==> src/rtl/osc_pkg.sv <==
package osc_pkg;
  localparam int OSC_W    = 28;
  localparam int OSC_FRAC = 24;
  localparam int Q_ONE    = 1 << OSC_FRAC;
  localparam int K_DT     = 167772;      // 0.01
  localparam int K_COEF   = 11744051;    // 0.7
  localparam int K_INV_M  = 1016800970;  // 1/0.0165
  localparam int K_M      = 276824;      // 0.0165
endpackage

==> src/rtl/osc_const_mult.sv <==
module osc_const_mult #(
  parameter int IW   = 28,
  parameter int OW   = 28,
  parameter int FRAC = 24,
  parameter int K    = 0
) (
  input  logic signed [IW-1:0] a_i,
  output logic signed [OW-1:0] p_o
);
  localparam int PW = IW + 33;
  localparam logic [31:0] KMAG = (K < 0) ? 32'(-K) : 32'(K);

  logic signed [PW-1:0] a_ext;
  logic signed [PW-1:0] pp [32];
  logic signed [PW-1:0] acc;

  assign a_ext = PW'(a_i);

  // one shifted copy per set bit of the constant
  for (genvar i = 0; i < 32; i++) begin : g_pp
    if (KMAG[i]) begin : g_on
      assign pp[i] = a_ext <<< i;
    end else begin : g_off
      assign pp[i] = '0;
    end
  end

  always_comb begin
    acc = '0;
    for (int i = 0; i < 32; i++) acc = acc + pp[i];
    if (K < 0) acc = -acc;
  end

  assign p_o = OW'(acc >>> FRAC);
endmodule

==> src/rtl/osc_sat_series.sv <==
module osc_sat_series #(
  parameter int W       = 28,
  parameter int FRAC    = 24,
  parameter int SCROLLS = 2,
  parameter int HSTEP   = 1 << 24,
  parameter int M       = 276824,
  parameter int INV_M   = 1016800970
) (
  input  logic signed [W-1:0] x_i,
  output logic signed [W-1:0] f_o
);
  localparam int NT  = SCROLLS - 1;
  localparam int DW  = W + 4;
  localparam int ONE = 1 << FRAC;

  logic [NT:0][DW-1:0] acc;
  assign acc[0] = '0;

  for (genvar i = 0; i < NT; i++) begin : g_seg
    localparam int H   = (2*i - SCROLLS + 2) * HSTEP;
    localparam int OFS = (H > 0) ? ONE : ((H < 0) ? -ONE : 0);
    logic signed [DW-1:0] dlt;
    logic signed [DW-1:0] slope;
    logic signed [DW-1:0] term;

    assign dlt = DW'(x_i) - DW'(H);

    osc_const_mult #(.IW(DW), .OW(DW), .FRAC(FRAC), .K(INV_M)) u_slope (
      .a_i(dlt),
      .p_o(slope)
    );

    always_comb begin
      if (dlt > DW'(M))       term = DW'(ONE + OFS);
      else if (dlt < -DW'(M)) term = DW'(OFS - ONE);
      else                    term = slope + DW'(OFS);
    end

    assign acc[i+1] = acc[i] + term;
  end

  assign f_o = W'(acc[NT]);
endmodule

==> src/rtl/osc_step_seq.sv <==
module osc_step_seq #(
  parameter int STEP_CYC = 8
) (
  input  logic clk_i,
  input  logic rst_ni,
  output logic fb_sel_o,
  output logic update_o
);
  localparam int CW = (STEP_CYC > 2) ? $clog2(STEP_CYC) : 1;

  logic [CW-1:0] cnt_q;
  logic          fb_q;

  assign update_o = (cnt_q == CW'(STEP_CYC - 1));
  assign fb_sel_o = fb_q;

  always_ff @(posedge clk_i or negedge rst_ni) begin
    if (!rst_ni) begin
      cnt_q <= '0;
      fb_q  <= 1'b0;
    end else begin
      cnt_q <= update_o ? '0 : cnt_q + 1'b1;
      if (update_o) fb_q <= 1'b1;
    end
  end
endmodule

==> src/rtl/chaos_euler_core.sv <==
module chaos_euler_core
  import osc_pkg::*;
#(
  parameter int W        = OSC_W,
  parameter int FRAC     = OSC_FRAC,
  parameter int STEP_CYC = 8,    // >= 2, z path has one register
  parameter int SCROLLS  = 2,    // 2..8
  parameter int DT       = K_DT,
  parameter int COEF_A   = K_COEF,
  parameter int COEF_B   = K_COEF,
  parameter int COEF_C   = K_COEF,
  parameter int COEF_D   = K_COEF,
  parameter int HSTEP    = Q_ONE,
  parameter int M        = K_M,
  parameter int INV_M    = K_INV_M
) (
  input  logic                clk_i,
  input  logic                rst_ni,
  input  logic signed [W-1:0] x_init_i,
  input  logic signed [W-1:0] y_init_i,
  input  logic signed [W-1:0] z_init_i,
  output logic signed [W-1:0] x_o,
  output logic signed [W-1:0] y_o,
  output logic signed [W-1:0] z_o,
  output logic                valid_o
);
  localparam int SW = W + 4;
  localparam logic signed [SW-1:0] SMAX = SW'((longint'(1) <<< (W-1)) - 1);
  localparam logic signed [SW-1:0] SMIN = -SMAX - SW'(1);

  function automatic logic signed [W-1:0] sat_w(input logic signed [SW-1:0] v);
    if (v > SMAX)      return SMAX[W-1:0];
    else if (v < SMIN) return SMIN[W-1:0];
    else               return v[W-1:0];
  endfunction

  logic fb_sel, update;
  logic signed [W-1:0] x_q, y_q, z_q, deriv_q;
  logic signed [W-1:0] xs, ys, zs;
  logic signed [W-1:0] dx, dy, dz, ax, by, cz, df, fx;
  logic signed [W-1:0] deriv_d, x_n, y_n, z_n;
  logic valid_q;

  osc_step_seq #(.STEP_CYC(STEP_CYC)) u_seq (
    .clk_i   (clk_i),
    .rst_ni  (rst_ni),
    .fb_sel_o(fb_sel),
    .update_o(update)
  );

  // loop multiplexer: initial conditions until the first update
  assign xs = fb_sel ? x_q : x_init_i;
  assign ys = fb_sel ? y_q : y_init_i;
  assign zs = fb_sel ? z_q : z_init_i;

  osc_sat_series #(
    .W(W), .FRAC(FRAC), .SCROLLS(SCROLLS), .HSTEP(HSTEP), .M(M), .INV_M(INV_M)
  ) u_fx (.x_i(xs), .f_o(fx));

  osc_const_mult #(.IW(W), .OW(W), .FRAC(FRAC), .K(DT))     u_dx (.a_i(ys),      .p_o(dx));
  osc_const_mult #(.IW(W), .OW(W), .FRAC(FRAC), .K(DT))     u_dy (.a_i(zs),      .p_o(dy));
  osc_const_mult #(.IW(W), .OW(W), .FRAC(FRAC), .K(COEF_A)) u_ax (.a_i(xs),      .p_o(ax));
  osc_const_mult #(.IW(W), .OW(W), .FRAC(FRAC), .K(COEF_B)) u_by (.a_i(ys),      .p_o(by));
  osc_const_mult #(.IW(W), .OW(W), .FRAC(FRAC), .K(COEF_C)) u_cz (.a_i(zs),      .p_o(cz));
  osc_const_mult #(.IW(W), .OW(W), .FRAC(FRAC), .K(COEF_D)) u_df (.a_i(fx),      .p_o(df));
  osc_const_mult #(.IW(W), .OW(W), .FRAC(FRAC), .K(DT))     u_dz (.a_i(deriv_q), .p_o(dz));

  assign deriv_d = sat_w(-SW'(ax) - SW'(by) - SW'(cz) + SW'(df));
  assign x_n     = sat_w(SW'(xs) + SW'(dx));
  assign y_n     = sat_w(SW'(ys) + SW'(dy));
  assign z_n     = sat_w(SW'(zs) + SW'(dz));

  always_ff @(posedge clk_i or negedge rst_ni) begin
    if (!rst_ni) begin
      deriv_q <= '0;
      x_q     <= '0;
      y_q     <= '0;
      z_q     <= '0;
      valid_q <= 1'b0;
    end else begin
      deriv_q <= deriv_d;
      valid_q <= update;
      if (update) begin
        x_q <= x_n;
        y_q <= y_n;
        z_q <= z_n;
      end
    end
  end

  assign x_o     = x_q;
  assign y_o     = y_q;
  assign z_o     = z_q;
  assign valid_o = valid_q;
endmodule

==> config.mk <==
export PLATFORM = sky130hd
export DESIGN_NAME = chaos_euler_core
export DESIGN_NICKNAME = d
export VERILOG_FILES = /design/src/rtl/osc_pkg.sv /design/src/rtl/osc_const_mult.sv /design/src/rtl/osc_sat_series.sv /design/src/rtl/osc_step_seq.sv /design/src/rtl/chaos_euler_core.sv
export SDC_FILE = /design/constraint.sdc
export NUM_CORES = 2
export LEC_CHECK = 0
export ABC_CLOCK_PERIOD_IN_PS = 46900
export CAP_MARGIN = 20
export CORE_AREA = 3 3 445 447
export DETAILED_ROUTE_END_ITERATION = 7
export DIE_AREA = 0 0 448 450
export HOLD_SLACK_MARGIN = 0.12
export SLEW_MARGIN = 25
export SYNTH_ARGS = -nofsm -noshare
export SYNTH_HDL_FRONTEND = slang
export SYNTH_SLANG_ARGS = --single-unit
==> constraint.sdc <==
create_clock -name clk_i -period 46.9 [get_ports clk_i]
set_input_delay 4.69 -clock clk_i [delete_from_list [all_inputs] [get_ports clk_i]]
set_output_delay 4.69 -clock clk_i [all_outputs]
set_load 0.03 [all_outputs]
Word-level counts from Yosys, hierarchy flattened:

Index checks and enable logic that the tools add are counted.

* word-level logic and storage cells: 130
* bits in read-only memories: 0
* memories: 0
* bits in latches: 0
* memory bits (writable): 0
* flip-flop bits (word level): 117

* multiplexer cells: 14
* bitwise logic cells: 0
* divide/modulo/power cells: 0
* magnitude comparators: 10
* add/sub/neg operators: 98
* reductions and logical operators: 0
* shift operators: 0
* equality and inequality tests: 1
* multiply operators: 0

Operators by type and width (number)
* $add A52 B36 Y52: 7
* $add A52 B37 Y52: 7
* $add A52 B45 Y52: 7
* $mux W28: 13
* $add A52 B48 Y52: 5
* $add A52 B51 Y52: 5
* $add A52 B40 Y52: 4
* $add A52 B41 Y52: 4
* $add A52 B44 Y52: 4
* $add A52 B49 Y52: 4
* $add A52 B52 Y52: 4
* $add A52 B34 Y52: 3
* $add A52 B38 Y52: 3
* $add A52 B39 Y52: 3
* $add A52 B43 Y52: 3
* $add A33 B33 Y34: 4
* $add A30 B32 Y33: 4
* $add A28 B29 Y30: 4
* $add A32 B32 Y33: 3
* $add A30 B31 Y32: 3
* $add A28 B28 Y29: 3
* $gt A29 B28 Y1 const B: 3
* $lt A29 B28 Y1 const B: 3
* $sub A32 B28 Y32: 2
* 18 further kinds: 18

Longest topological paths before layout:

* depth in word-level cells: 34
* mapped depth: 100
* depth with buffers taken out: 94

By module:

A second synthesis with hierarchy kept.

* cell total of the unflattened synthesis: 8412
* area total of the unflattened synthesis: 83242.3 um^2

Modules (own cells, without submodules)
* osc_const_mult (u_ax ...): area an instance 9004.9 um^2, cells an instance 917, times used 4
* chaos_euler_core: area an instance 13660.6 um^2, cells an instance 1520, times used 1
* osc_const_mult (u_fx.g_seg[0].u_slope): area an instance 11867.6 um^2, cells an instance 1131, times used 1
* osc_const_mult (u_dx): area an instance 7124.3 um^2, cells an instance 684, times used 1
* osc_const_mult (u_dy): area an instance 7029.2 um^2, cells an instance 677, times used 1
* osc_const_mult (u_dz): area an instance 6949.2 um^2, cells an instance 653, times used 1
* osc_sat_series: area an instance 444.2 um^2, cells an instance 70, times used 1
* osc_step_seq: area an instance 147.6 um^2, cells an instance 9, times used 1

Worst setup path before layout:

OpenSTA, ideal clock, no wires.

* path kind: input port to flip-flop
* from: input port x_init_i[2]
* to: register deriv_q[17]
* path slack: 19.261 ns
* arrival time: 27.501 ns
* library setup time: 0.137 ns
* data required time: 46.763 ns
* stages: 89
* path buffers: 3
* path through: mux2i_1 inv_1 fa_1 inv_1 fa_1 inv_1 fa_1 fa_1 inv_1 fa_1 inv_1 ha_1 and3_1 nand3_1 a2bb2oi_1 o21ai_0 o21ai_0 a21boi_0 (+53 left out) a211oi_1 nor2_1 fa_1 ha_1 clkbuf_1 a21o_1 a21o_1 a21o_1 a21o_1 a21oi_1 nor2b_1 o21ai_0 a31oi_1 a21oi_1 xnor2_1 o41ai_4 clkbuf_1 o21ai_0

* cells in the longest elaborated chain, start to end: 34

RTL lines
* from (decl): line chaos_euler_core.sv:19 `input logic signed [W-1:0] x_init_i,`
* $mux W28 *: line chaos_euler_core.sv:52 `assign xs = fb_sel ? x_q : x_init_i;`
* $add A29 B31 Y32: line osc_const_mult.sv:30 `for (int i = 0; i < 32; i++) acc = acc + pp[i];`
* $add A32 B34 Y35: line osc_const_mult.sv:30
* $add A35 B35 Y36: line osc_const_mult.sv:30
* $add A36 B37 Y38: line osc_const_mult.sv:30
* $add A38 B38 Y39: line osc_const_mult.sv:30
* $add A39 B41 Y42: line osc_const_mult.sv:30
* $add A42 B44 Y45: line osc_const_mult.sv:30
* (+19 left out)
* $add A52 B48 Y52: line osc_const_mult.sv:30
* $add A52 B49 Y52: line osc_const_mult.sv:30
* $add A52 B51 Y52: line osc_const_mult.sv:30
* $add A32 B28 Y32 *: line chaos_euler_core.sv:68 `assign deriv_d = sat_w(-SW'(ax) - SW'(by) - SW'(cz) + SW'(df));`
* $lt A32 B28 Y1: line chaos_euler_core.sv:33 `else if (v < SMIN) return SMIN[W-1:0];`
* $mux W28: line chaos_euler_core.sv:33
* $mux W28 *: line chaos_euler_core.sv:32 `if (v > SMAX) return SMAX[W-1:0];`
* named net deriv_d[17]: line chaos_euler_core.sv:41 `logic signed [W-1:0] deriv_d, x_n, y_n, z_n;`
* to (signal assigned): line chaos_euler_core.sv:81 `deriv_q <= deriv_d;`
* to (decl): line chaos_euler_core.sv:38 `logic signed [W-1:0] x_q, y_q, z_q, deriv_q;`

The timed path passes the listed nets; every way through them passes the cells marked *.
A chain may end at the register's enable or synchronous reset.

Final worst setup path:

* from: input port x_init_i[2]
* to: register deriv_q[10]

Same word-level chain as after synthesis.

==> impl_metrics.py <==
metrics = {
    "die": {
        "starting_utilization_of_the_core_area_pct": 39.80,
        "height_of_the_chip_um": 450,
        "row_count": 162,
        "die_width_um": 448,
        "core_sq_um": 194600,
        "fp.dieArea_sq_um": 201600,
        "floorplan.io_pins": 171,
    },
    "sta": {
        "finalCritPeriodShare_pct": 60.94,
        "tns_ns": 0,
        "worst_clock_skew_ns": 0.03129,
        "slew_viol_final": 0,
        "hold_viol_final": 0,
        "max_freq_ghz": 0.03499,
        "tightest_slew_ns": 1.170,
        "max_slew_margin_vs_limit_pct": 21.47,
        "finalWorstPathRequiredPeriod_ns": 28.58,
        "unrepaired_setup_endpoints_after_global_routing": "false",
        "timing.final.setup_violations": 0,
    },
    "global_routing": {
        "antenna_found_initial": 4,
        "global_route_wire_length_before_repair_um": 350600,
        "grt_pass1_vias": 60150,
        "grt_start_max_net_pins": 62,
        "grtUsageTotal_pct": 22.54,
        "gr-total-overflow": 0,
    },
    "synthesis": {
        "postSynth.topFlopCell": "dfrtp_1",
        "synth_cell_type_count": 92,
        "synth_area_sq_um": 77450,
        "synth-async-reset-ratio_pct": 100.0,
        "post_synth_main_area_contributors": "fa_1 44%, ha_1 19%, inv_1 8.4%",
        "ys.warnings.count": 0,
        "synth.ff_latch_count": 117,
        "syn_area_per_cell_sq_um": 10.06,
        "synth_top_cell_by_area": "fa_1",
        "post-synth-top-area-fraction_pct": 44.25,
        "edff_count_synth": 0,
        "syn_inst": 7696,
        "ys_seq_area_share_pct": 3.780,
    },
    "critical_path": {
        "crit_path_start_kind": "input port",
        "critical_path_peak_fanout": 21,
        "worst_path_max_delay_cell": "xor2_1",
        "worst_r2r_startpoint": "u_seq.fb_sel_o",
        "required_ns": 47.29,
        "end_kind": "register",
        "rrSetupSlack_ns": 21.29,
        "ff2ff_path_depth": 87,
        "slowest_delay_ns": 0.85,
        "critical_path.most_common_cell": "fa_1",
        "rr_endpoint": "deriv_q[10]",
        "worstPathArrival_ns": 28.97,
        "criticalPathCategory": "in2reg",
    },
    "route": {
        "number_of_detailed_route_iterations_in_the_first_pass": 6,
        "finalWirelength_um": 219800,
        "routed-via-count": 55130,
        "post_drt_antenna_nets": 0,
        "drc": 0,
        "drt_iter0_drcs": 3276,
        "viasPerCell": 5.238,
        "post_drt_wl_per_cell_um": 20.89,
    },
    "finish": {
        "synthToLayoutAreaGrowth_pct": 8.477,
        "multiInputGateArea_sq_um": 68050,
        "insertedDiodeCount": 0,
        "final.fill_count": 18790,
        "layout.cells.most_common": "inv_1",
        "drive_above_1_share_pct": 3.758,
        "layout.area.seq_sq_um": 2932,
        "nets": 10940,
        "layout_common_cells": "1735 x inv_1, 1712 x fa_1, 1171 x ha_1",
    },
    "clocking": {
        "cts_resized": 0,
        "number_of_buffers_inserted_to_repair_setup_after_cts": 0,
        "cts_tree": "yes",
        "htreeDepth": 4,
        "insertion_delay_of_the_later_clocked_pin_in_the_worst_skew_pair_ns": 0.54,
        "clockRootBuffer": "clkbuf_16",
        "clkSlewWorstSetupHoldPaths_ns": 0.06,
        "cts_buffer_depth": 2,
        "ctsHoldBuffers": 0,
        "clock_sinks": 117,
        "number_of_buffers_created_by_cts": 17,
    },
    "flow_run": {
        "cap_viol_max_count": 0,
    },
    "placed_design": {
        "dpl.hpwl_um": 191000,
        "port_buffers": 170,
        "gp_congestion": 0.9331,
    },
    "hold_path": {
        "worstHoldEndpoint": "u_seq.cnt_q[0]",
        "timing.hold.worst_path_depth": 1,
        "path_type_of_the_worst_min_delay_path": "reg2reg",
        "min-delay-start": "u_seq.cnt_q[0]",
    },
    "run_status": {
        "run_status": "completed",
    },
}
## critical path: cells and delay by family
kind	cells	cell delay, ns
AO/OA/AOI/OAI	38	9.09
XOR/XNOR	4	1.26
adder cells (fa/ha/maj)	22	10.58
buffers and inverters	13	2.10
multiplexers	1	0.14
AND/OR/NAND/NOR	9	1.08
## metal layers
layer | part of all wire [%] | vias to the layer above | GRT usage, %
li1 | - | 25400 | -
met1 | 44 | 28150 | 30.42
met2 | 48 | 1301 | 38.07
met3 | 4.8 | 274 | 2.702
met4 | 3.3 | 6 | 6.371
met5 | 0.020 | - | 0
## how the worst max path moves through the flow
stage | depth (start not counted) | slack (ns) | start | end
after floorplan | 89 | 19.26 | x_init_i[2] | deriv_q[17]
after global placement | 88 | 17.68 | x_init_i[2] | deriv_q[15]
after detailed placement | 87 | 17.59 | x_init_i[0] | deriv_q[15]
final | 87 | 18.32 | x_init_i[2] | deriv_q[10]
after global routing | 88 | 16.46 | x_init_i[0] | deriv_q[15]
after CTS | 87 | 18.15 | x_init_i[0] | deriv_q[15]
## cell families (layout without fill, tap and decap cells)
logic type	after synthesis	count (layout)	share of synthesized area (%)
compound gates	1271	1271	10.84
xor+xnor	459	459	5.275
fa+ha+maj	2895	2895	63.33
buf+inv	1794	2080	8.721
flops	117	117	3.780
mux	103	103	1.352
other cells	1	2	0.004842
simple gates	1056	1056	6.703
## state kept, by name, indices dropped and copies added (netlist names)
name	count
deriv_q	28
x_o	28
y_o	28
z_o	28
u_seq.cnt_q	3
u_seq.fb_sel_o	1
valid_o	1
## synthesized netlist by cell type, drive strengths merged, types with 21 or more instances
| library cell | number |
|---|---|
| a211oi | 34 |
| a21o | 169 |
| a21oi | 372 |
| a31oi | 59 |
| and2 | 24 |
| and3 | 35 |
| clkbuf | 36 |
| dfrtp | 117 |
| fa | 1712 |
| ha | 1172 |
| inv | 1736 |
| mux2i | 90 |
| nand2 | 192 |
| nand2b | 67 |
| nand3 | 77 |
| nand4 | 43 |
| nor2 | 308 |
| nor2b | 99 |
| nor3 | 109 |
| nor4 | 21 |
| o21a | 105 |
| o21ai | 227 |
| o21bai | 43 |
| o2bb2ai | 65 |
| or2 | 25 |
| or3 | 23 |
| xnor2 | 286 |
| xor2 | 171 |
## area by class of cell
class	count	share of cell area, %
timing repair buffer	310	3.278
inverter	1738	7.765
clock buffer	18	0.5108
multi-input combinational	5786	81.00
clock inverter	14	0.1713
tap	2542	3.786
sequential	117	3.489
## metrics by stage
| step | hold WS (ns) | util (%) | std cells | area (sq um) | setup slack [ns] |
|---|---|---|---|---|---|
| 6_report | 0.4386 | 43.18 | 10530 | 84010 | 18.32 |
| 5_1_grt | 0.4756 | 43.18 | 10530 | 84010 | 16.46 |
| 4_1_cts | 0.4369 | 43.17 | 10520 | 84010 | 18.15 |
| 3_5_place_dp | 0.4269 | 42.88 | 10490 | 83430 | 17.59 |
| 3_3_place_gp | 0.4151 | 42.87 | 10490 | 83420 | 17.68 |
| 2_1_floorplan | 0.4031 | - | 7697 | 77450 | 19.26 |
Power is not shown: default switching activity piles up to over one toggle a cycle in this logic, so the estimate is an artifact.
